$ cat config.mk
export PLATFORM = sky130hd
export DESIGN_NAME = systmr_core
export DESIGN_NICKNAME = d
export VERILOG_FILES = /design/src/rtl/systmr_pkg.sv /design/src/rtl/systmr_counter.sv /design/src/rtl/systmr_match.sv /design/src/rtl/systmr_core.sv
export SDC_FILE = /design/constraint.sdc
export NUM_CORES = 1
export LEC_CHECK = 0
export ABC_AREA = 1
export CAP_MARGIN = 25
export CORE_MARGIN = 4
export CORE_UTILIZATION = 45
export DETAILED_ROUTE_END_ITERATION = 8
export DONT_BUFFER_PORTS = 1
export HOLD_SLACK_MARGIN = 0.06
export SYNTH_ARGS = -nofsm -noshare
export SYNTH_HDL_FRONTEND = slang
export SYNTH_HIERARCHICAL = 1
export SYNTH_SLANG_ARGS = --single-unit
$ cat constraint.sdc
create_clock -name clk_i -period 5.2 [get_ports clk_i]
set_input_delay 1.04 -clock clk_i [delete_from_list [all_inputs] [get_ports clk_i]]
set_output_delay 1.04 -clock clk_i [all_outputs]
set_load 0.01 [all_outputs]
$ cat src/rtl/systmr_pkg.sv
package systmr_pkg;
  localparam int unsigned DEF_CNT_W = 32;

  typedef enum logic [1:0] {
    UPD_HOLD = 2'd0,
    UPD_STEP = 2'd1,
    UPD_LOAD = 2'd2
  } cnt_upd_e;
endpackage

$ cat src/rtl/systmr_counter.sv
module systmr_counter
  import systmr_pkg::*;
#(
  parameter int unsigned CNT_W = DEF_CNT_W
) (
  input  logic             clk_i,
  input  logic             rst_ni,
  input  logic             tick_i,
  input  logic             load_i,
  input  logic [CNT_W-1:0] load_val_i,
  input  logic             halt_we_i,
  input  logic             halt_val_i,
  output logic [CNT_W-1:0] count_o,
  output logic [CNT_W-1:0] count_nxt_o,
  output logic             step_o
);
  localparam logic [CNT_W-1:0] ONE = {{(CNT_W-1){1'b0}}, 1'b1};

  logic [CNT_W-1:0] count_q, count_d;
  logic             halt_q;
  cnt_upd_e         upd;

  // load beats tick
  always_comb begin
    if (load_i)                upd = UPD_LOAD;
    else if (tick_i && !halt_q) upd = UPD_STEP;
    else                       upd = UPD_HOLD;
    case (upd)
      UPD_LOAD: count_d = load_val_i;
      UPD_STEP: count_d = count_q + ONE;
      default:  count_d = count_q;
    endcase
  end

  always_ff @(posedge clk_i or negedge rst_ni) begin
    if (!rst_ni) begin
      count_q <= '0;
      halt_q  <= 1'b0;
    end else begin
      count_q <= count_d;
      if (halt_we_i) halt_q <= halt_val_i;
    end
  end

  assign count_o     = count_q;
  assign count_nxt_o = count_d;
  assign step_o      = (upd == UPD_STEP);

  a_r2_step: assert property (@(posedge clk_i) disable iff (!rst_ni)
    tick_i && !halt_q && !load_i |=> count_q == $past(count_q) + ONE);
  a_r3_frozen: assert property (@(posedge clk_i) disable iff (!rst_ni)
    halt_q && !load_i |=> $stable(count_q));
  a_r5_load: assert property (@(posedge clk_i) disable iff (!rst_ni)
    load_i |=> count_q == $past(load_val_i));
endmodule

$ cat src/rtl/systmr_match.sv
module systmr_match
  import systmr_pkg::*;
#(
  parameter int unsigned CNT_W = DEF_CNT_W
) (
  input  logic             clk_i,
  input  logic             rst_ni,
  input  logic             step_i,
  input  logic [CNT_W-1:0] count_nxt_i,
  input  logic             cmp_we_i,
  input  logic [CNT_W-1:0] cmp_wdata_i,
  output logic             pend_o
);
  logic [CNT_W-1:0] cmp_q;
  logic             pend_q, hit;

  // only a counting step can expire
  assign hit = step_i && (count_nxt_i == cmp_q);

  always_ff @(posedge clk_i or negedge rst_ni) begin
    if (!rst_ni) begin
      cmp_q  <= '0;
      pend_q <= 1'b0;
    end else begin
      if (cmp_we_i) begin
        cmp_q  <= cmp_wdata_i;
        pend_q <= 1'b0;
      end else if (hit) begin
        pend_q <= 1'b1;
      end
    end
  end

  assign pend_o = pend_q;

  a_r9_ack: assert property (@(posedge clk_i) disable iff (!rst_ni)
    cmp_we_i |=> !pend_q);
  a_r10_sticky: assert property (@(posedge clk_i) disable iff (!rst_ni)
    pend_q && !cmp_we_i |=> pend_q);
  a_r8_step_only: assert property (@(posedge clk_i) disable iff (!rst_ni)
    !pend_q && !step_i |=> !pend_q);
  a_r7_expire: assert property (@(posedge clk_i) disable iff (!rst_ni)
    step_i && count_nxt_i == cmp_q && !cmp_we_i |=> pend_q);
endmodule

$ cat src/rtl/systmr_core.sv
module systmr_core
  import systmr_pkg::*;
#(
  parameter int unsigned CNT_W = DEF_CNT_W
) (
  input  logic             clk_i,
  input  logic             rst_ni,
  input  logic             tick_i,
  input  logic             cnt_we_i,
  input  logic [CNT_W-1:0] cnt_wdata_i,
  input  logic             halt_we_i,
  input  logic             halt_wdata_i,
  input  logic             cmp_we_i,
  input  logic [CNT_W-1:0] cmp_wdata_i,
  output logic [CNT_W-1:0] count_o,
  output logic             irq_o
);
  logic [CNT_W-1:0] count_nxt;
  logic             step;

  systmr_counter #(.CNT_W(CNT_W)) i_counter (
    .clk_i       (clk_i),
    .rst_ni      (rst_ni),
    .tick_i      (tick_i),
    .load_i      (cnt_we_i),
    .load_val_i  (cnt_wdata_i),
    .halt_we_i   (halt_we_i),
    .halt_val_i  (halt_wdata_i),
    .count_o     (count_o),
    .count_nxt_o (count_nxt),
    .step_o      (step)
  );

  systmr_match #(.CNT_W(CNT_W)) i_match (
    .clk_i       (clk_i),
    .rst_ni      (rst_ni),
    .step_i      (step),
    .count_nxt_i (count_nxt),
    .cmp_we_i    (cmp_we_i),
    .cmp_wdata_i (cmp_wdata_i),
    .pend_o      (irq_o)
  );

  a_r6_wrap: assert property (@(posedge clk_i) disable iff (!rst_ni)
    step && count_o == '1 |=> count_o == '0);
endmodule

==> results of run 1 <==
==> power breakdown <==
part / switching (mW) / internal (mW) / leakage [nW]
clock network: 0.223 / 0.323 / 0.124
logic: 0.135 / 0.0844 / 1.22
registers: 0.0794 / 0.565 / 0.798
==> cell families after synthesis <==
kind of cell	Yosys count
DFF	66
xor gates and xnor gates	12
muxes	13
and+or+nand+nor	342
adders and majority gates	2
buffers and inverters	104
AOI/OAI and AO/OA	62
==> path summary, 6_finish.rpt <==
kind | start | to
min in group clk_i | i_match/cmp_q[24]$_DFFE_PN0P_ | i_match/cmp_q[24]$_DFFE_PN0P_
worst max-delay path | tick_i | i_match/pend_o$_DFFE_PN0P_
max in group asynchronous | rst_ni | i_counter/count_o[26]$_DFF_PN0_
worst min register to register | i_match/cmp_q[24]$_DFFE_PN0P_ | i_match/cmp_q[24]$_DFFE_PN0P_
worst max register to register | i_counter/halt_q$_DFFE_PN0P_ | i_match/pend_o$_DFFE_PN0P_
worst min-delay path | rst_ni | i_counter/halt_q$_DFFE_PN0P_
==> cell usage after synthesis, drive strengths merged <==
cell / n / share of area
o211ai: 4 / 0.0072
xnor2: 10 / 0.021
clkbuf: 8 / 0.0072
o22ai: 2 / 0.0030
o21ai: 41 / 0.049
a21boi: 1 / 0.0027
nand4: 5 / 0.0075
o21bai: 8 / 0.014
xor2: 2 / 0.0042
a21oi: 5 / 0.0069
nor2: 58 / 0.070
ha: 2 / 0.0060
mux2: 13 / 0.035
nand3: 57 / 0.070
a22oi: 1 / 0.0018
nand2: 222 / 0.21
inv: 88 / 0.080
dfrtp: 66 / 0.40
buf: 8 / 0.010
==> final cells by class <==
class                           instances  area (um^2)  area share
Sequential cell                        66         1650       0.369
Timing Repair Buffer                    1         7.51     0.00168
Clock inverter                          7          125      0.0280
Tap cell                              108          135      0.0302
Multi-Input combinational cell        431         2100       0.470
Clock buffer                            9          124      0.0277
Inverter                               88          330      0.0738
==> state kept, by name (all words and copies together) (netlist names) <==
name / cells
i_counter/count_o: 32
i_counter/halt_q: 1
i_match/cmp_q: 32
i_match/pend_o: 1
==> metal layers <==
layer | track usage | vias to the layer above
li1 | - | 1861
met1 | 0.326 | 1700
met2 | 0.319 | 113
met3 | 0.0422 | 8
met4 | 0.0608 | 0
met5 | 0 | -
==> impl.org, run 1 <==
** Timing
- For the final database, setup skew stands at 10.6 ps.
- Worst slack on hold paths :: 384 ps
- After layout, the worst setup slack is 2340 ps.
- Setup violations remaining at the end of the flow were counted as 0.
- Final hold vios :: 0
- Summed negative setup slack over all endpoints :: 0 ps
- Final critical path time including I/O delays and setup :: 2860 ps
- Transition at the pin with the smallest max-transition slack :: 776 ps
- In this run the tightest slew margin relative to its limit is 0.481.
- Unrepaired setup endpoints after global routing :: false
- Timing would allow up to 350 MHz.
- Dividing the final minimum period by the clock period gives 0.549.
- The final count of pins violating max slew was 0.

** Synthesis
- Post-synthesis share of cell area spent on full adders, half adders and majority gates :: 0.00603
- Largest family of logic cells by synthesized area :: simple AND/OR/NAND/NOR gates
- Syn Area/Cell :: 6.91 um^2
- Of the total synthesized cell area, the portion taken by AND, OR, NAND and NOR gates is 0.353.
- After synthesis the cells add up to 4150 um^2.
- Post-synthesis compound-gate area fraction :: 0.0856
- Sequential fraction of the synthesis area :: 0.398
- Synthesized netlist net count :: 674
- Post-synthesis xor/xnor area fraction :: 0.0253
- The synthesized netlist contains 28 unique library cells.
- Counting flops and latches in the post-synthesis netlist gives 66.
- Yosys printed 6 warnings.
- Multiplexer share of the synthesized area :: 0.0353
- Number of standard cells after synthesis :: 601

** Layout
- Number of antenna cells inserted :: 0
- Area growth from synthesis to layout :: 7.74%
- Proportion of layout cells with a drive suffix above 1 :: 0.0864
- Counting the fill cells in the layout gives 908.
- At the end of the flow the core is filled with cells to 0.506.
- Excluding fillers, the count of instances in the completed layout stands at 710.
- Commonest non-fill, non-tap cell in the layout :: nand2_1
- Leading cell types in the layout, fill and taps excluded :: nand2_1 (216), inv_1 (88), dfrtp_1 (66), nand3_1 (56), nor2_1 (45)
- Final net count :: 670
- Once layout is done, the placed cells without fillers occupy 4470 um^2.

** Worst setup path
- Number of buffer and inverter stages on the critical path :: 1
- Kind of end point of the critical path :: flip-flop
- The largest single stage delay on the critical path is 580 ps.
- Largest driver fanout on the critical path :: 21
- Critical path arrival :: 3120 ps
- R2R Setup Slk :: 2600 ps
- Cell family with the largest share of critical-path delay :: simple AND/OR/NAND/NOR gates
- STA classifies the critical path startpoint as an input pin.
- Setup CP Type :: input pin to flip-flop
- Slowest cell on the critical path :: nand2_1
- Chain of cells forming the critical path :: nand2_1 > nand2_1 > inv_1 > nand2_1 > nand3_1 > xnor2_1 > nand2_1 > nor2_1 > nand2_1 > nor2_1 > nand2_1 > a21oi_2
- Measured in cells, the most critical reg-to-reg path has a length of 13.
- Number of stages on the worst setup path :: 12
- Data on the critical path is required at its endpoint by 5470 ps.
- Counting stages on the worst path, the most repeated cell is nand2_1.

** Clock tree
- Clock tree synthesis found a total of 66 sinks.
- The clock passes through at most 2 buffers.
- Post-cts hold buffer count :: 0
- H-tree Lvls :: 3
- Clock tree synthesis selected as its root buffer the cell clkbuf_8.
- Clock tree from TritonCTS :: done
- Clock tree synthesis inserted a total of 9 buffers.
- Number of resized instances in the post-cts repair step :: 0
- Clock latency of the later-clocked register in the worst-skew pair :: 340 ps
- After clock tree synthesis, the clock-pin slew on the worst setup and hold paths is 90 ps.
- Buffers inserted by post-CTS timing repair :: 0

** Floorplan
- Total number of placement rows :: 34
- Initial cell density of the core :: 0.469
- The floorplan step defined a die boundary enclosing 10800 um^2.
- Chip width :: 104 um
- Vert. Die Dim :: 104 um
- After floorplanning, the core was sized to cover 8850 um^2.
- I/O Pins :: 104

** Drt
- The first routing iteration left 252 violations.
- Highest signal layer in the routed design :: met4
- The pre-antenna-repair detailed-routing pass consisted of 4 iterations.
- DRT met1 WL :: 5.68 mm
- Drt wl/cell :: 16.3 um
- Routed via count :: 3682
- Routed met3 length :: 835 um
- Wire segments on met2 add up to 4.97 mm in the final route.
- Total routed wirelength :: 11.6 mm
- After detailed routing, the number of remaining DRC violations is 0.
- Once detail routing completed, the nets flagged for antenna violations numbered 0.
- Per-cell via count in the routed design :: 5.19

** Power and ir drop
- VDD sags by at most 0.000168 V.
- Pleak :: 2.15 nW
- Overall power consumption after layout is estimated at 1.41 mW.
- Power density over the cells :: 315 nW/um^2

** Min path
- Class of the tightest hold or removal check :: input pin to asynchronous set/reset pin

** Placed design
- IO Port Bufs :: 0
- Once placement finished, the instance area stood at 4230 um^2.
- Final HPWL DP :: 8.81 mm
- Pre-CTS WS :: 1970 ps
- Placed cell count :: 694
- GPL Wtd Cong :: 0.893

** Global routing
- Across every metal layer, demand over resource in global routing totals 0.218.
- Largest net degree at the start of global routing :: 67
- The via count of the first global-routing pass came to 3537.
- Number of antenna violations at the first check in global routing :: 0
- The first global-routing pass estimated 18.8 mm of wire.
- The total overflow left after global routing is 0.

** Flow run
- Reported max-cap violation count :: 0

** Status
- Outcome :: finished, final reports clean
Note: power is estimated with default switching activity, not from simulation.
==> run 2, diff against run 1 <==
==> constraint.sdc (replaced) <==
create_clock -name clk_i -period 2.5 [get_ports clk_i]
set_input_delay 0.5 -clock clk_i [delete_from_list [all_inputs] [get_ports clk_i]]
set_output_delay 0.5 -clock clk_i [all_outputs]
set_load 0.01 [all_outputs]
==> run 2 against run 1 <==
Compared with the run above:
- hold slack worse by 160 ps
- clock-buffer cell count up 1
- global-route usage fell by 0.44 points
- largest cell class unchanged
==> impl.org, run 2 (synthesized netlist as in run 1, its figures left out) <==
** Floorplan
- Total number of placement rows :: 34 (unchanged)
- Chip width :: 104 um (unchanged)
- I/O Pins :: 104 (unchanged)
- Vert. Die Dim :: 104 um (unchanged)
- The full die area is 10800 um^2 (unchanged).
- Core outline area :: 8850 um^2 (unchanged)
- Initial cell density of the core :: 0.469 (unchanged)

** Drt
- The number of DRC markers after the initial detailed-route iteration is 226 (-10%).
- The first-pass iteration count of the detailed router came to 5 (+1).
- Residual DRC :: 0 (unchanged)
- The total via count in the routed design is 3710 (+0.76%).
- Total routed wirelength :: 11.7 mm (+0.96%)
- Drt wl/cell :: 16.3 um (about the same)
- Per-cell via count in the routed design :: 5.17 (-0.22%)
- Post-DRT Antenna Nets :: 0 (unchanged)

** Power and ir drop
- Sum of internal, switching and leakage power :: 2.89 mW (+100%)
- Switching share of power :: 0.320 (+0.00991)
- The cell area power density came to 633 nW/um^2 (+100%).
- The internal portion of total power was 1.96 mW (+100%).
- The worst supply voltage drop on vdd came to 0.000293 V (+74%).
- The static leakage is 2.17 nW (+1.4%).
- Clock share of power :: 0.362 (-0.025)
- Fraction of power consumed by sequential logic :: 0.464 (+0.007)
- Switching power summed over all nets :: 0.924 mW (+110%)
- The share of total power in combinational logic was 0.174 (+0.018).

** Worst setup path
- The startpoint identified for the worst register-to-register timing path is i_counter/count_o[1]$_DFF_PN0_.
- Tracing the worst setup path back leads to its startpoint at i_counter/count_o[1]$_DFF_PN0_.
- Worst EP required :: 2770 ps (-2700 ps)
- The worst setup path is captured at a flip-flop.
- The critical path is of the flip-flop to flip-flop type.
- Largest driver fanout on the critical path :: 6 (-71%)
- The worst setup path is launched from a flip-flop.
- Critical path arrival :: 2610 ps (-510 ps)

** Placed design
- Placed cell count :: 699 (+0.72%)
- The half-perimeter wire length after detailed placement is 8.83 mm (+0.23%).
- Post-DP Area :: 4260 um^2 (+0.89%)
- The number of port buffers came to 0 (unchanged).
- The final weighted congestion in routability-driven placement was 0.873 (-2.3%).

** Layout
- Area growth from synthesis to layout :: 9.82%
- The total area of multi-input combinational cells was 2120 um^2 (+0.71%).
- Number of antenna cells inserted :: 0 (unchanged)
- The filler-free cell count of the finished design is 717 (+0.99%).
- The final instance area came to 4560 um^2 (+1.9%).
- Leaving out fill and tap cells, the most frequent cell in the layout is nand2_1.
- Fillers :: 887 (-2.3%)
- The register area was 1670 um^2 (+1.1%).
- Proportion of layout cells with a drive suffix above 1 :: 0.122 (+0.0351)
- Leaving out fill and tap cells, the most frequent cells in the layout are nand2_1 (216), inv_1 (88), nand3_1 (56), dfrtp_1 (52), nor2_1 (43).
- The net count of the finished layout was 677 (+1.0%).

** Flow run
- Reported max-cap violation count :: 0 (unchanged)

** Global routing
- The total congestion overflow after global routing is 0 (unchanged).
- Number of global-route vias before repair :: 3470 (-1.9%)
- The initial antenna violation count came to 0 (unchanged).
- Largest net degree at the start of global routing :: 67 (unchanged)
- GRT Total Usage :: 0.213 (-0.00443)
- First-pass GRT wire length :: 18.3 mm (-2.8%)

** Timing
- Final critical path time including I/O delays and setup :: 2340 ps
- Worst slew margin relative to its limit :: 0.719 (+0.238)
- Fmax achieved :: 427 MHz
- Final clock period utilization by the worst path :: 0.936
- Transition at the pin with the smallest max-transition slack :: 421 ps (-356 ps)
- Summed negative setup slack over all endpoints :: 0 ps (unchanged)
- The count of endpoints failing setup in the final report was 0 (unchanged).
- Clk_skew :: 12.4 ps (+1.85 ps)
- Max-slew violation total from the final report :: 0 (unchanged)
- The number of hold violations in the final report came to 0 (unchanged).

** Clock tree
- Total CTS buffers :: 9 (unchanged)
- The clock-pin slew on the worst setup and hold paths is 80 ps (about the same).
- The post-CTS repair timing setup buffer count came to 0 (unchanged).
- The clock latency of the later-clocked register in the worst-skew pair is 350 ps (about the same).
- The maximum clock path buffer count came to 2 (unchanged).
- The sink count of the clock tree came to 66 (unchanged).
- Clock tree from TritonCTS :: done
- H-tree Lvls :: 3 (unchanged)
- The root buffer cell chosen for the clock tree is clkbuf_8.

** Min path
- The worst hold path belongs to the class input pin to flip-flop.
- The startpoint identified for the worst hold timing path is cmp_we_i.

** Status
- The flow ran to the end, and the final reports show no timing, DRC or antenna violations.
[run 2: cell count changes in the layout (fill, tap and decap cells not counted), moves of 2 or more]
cell     change
nor2_1       -2
buf_4        +5
dfrtp_2     +14
dfrtp_1     -14
[run 2: through the flow]
stage               setup WS, ps  hold slack, ps  utilization
floorplan                    554             204            -
global placement             171             207        0.482
detailed placement           157             206        0.482
CTS                         44.9             203        0.512
global route               -23.2             205        0.515
finish                       160             223        0.515
[run 2: per-layer routing]
metal	vias to the layer above	part of all wire	track usage
met4	0	0.0037	0.0579
met5	-	0	0
met1	1695	0.47	0.308
met2	140	0.45	0.323
li1	1872	-	-
met3	3	0.077	0.0459
[run 2: cell type report]
type                            count  share of cell area
Clock inverter                      6              0.0198
Timing Repair Buffer                8              0.0181
Inverter                           88              0.0724
Clock buffer                       10              0.0302
Sequential cell                    66               0.366
Multi-Input combinational cell    431               0.464
Tap cell                          108              0.0296
[run 2: final timing paths]
path,end,slack [ps],cells after the start
min in group asynchronous,i_counter/halt_q$_DFFE_PN0P_,660,2
setup reg to reg,i_match/pend_o$_DFFE_PN0P_,160,15
setup / recovery,i_match/pend_o$_DFFE_PN0P_,160,15
hold reg to reg,i_counter/halt_q$_DFFE_PN0P_,520,2
hold / removal,i_match/pend_o$_DFFE_PN0P_,220,1
max in group asynchronous,i_counter/count_o[18]$_DFF_PN0_,1520,2
[run 2: timing repair]
action | in CTS | in global routing
hold endpoints to repair | 66 | 0
setup endpoints to repair | 0 | 1
hold buffers | 2 | 0
resized for setup | 0 | 18
[run 2: power groups by stage]
| stage | clock, mW | combinational (mW) | sequential, mW |
|---|---|---|---|
| final | 1.05 | 0.502 | 1.34 |
| after CTS | 1.07 | 0.501 | 1.33 |
| after global routing | 1.12 | 0.571 | 1.36 |
| after floorplan | 0 | 0.381 | 1.31 |
| after global placement | 0 | 0.463 | 1.35 |
| after detailed placement | 0 | 0.468 | 1.36 |
[run 2: critical path, stage by stage (launching register included)]
cell and delay [ps]:
dfrtp_2 430, ha_1 190, nand2_1 80, nor2_2 190, nand2_4 120, nor2_4 140
nand2_1 60, nand3_1 80, nand3_1 160, xnor2_1 180, nand2_1 70, nor2_1 130
nand2_1 90, nor2_1 140, nand2_1 80, a21oi_2 120
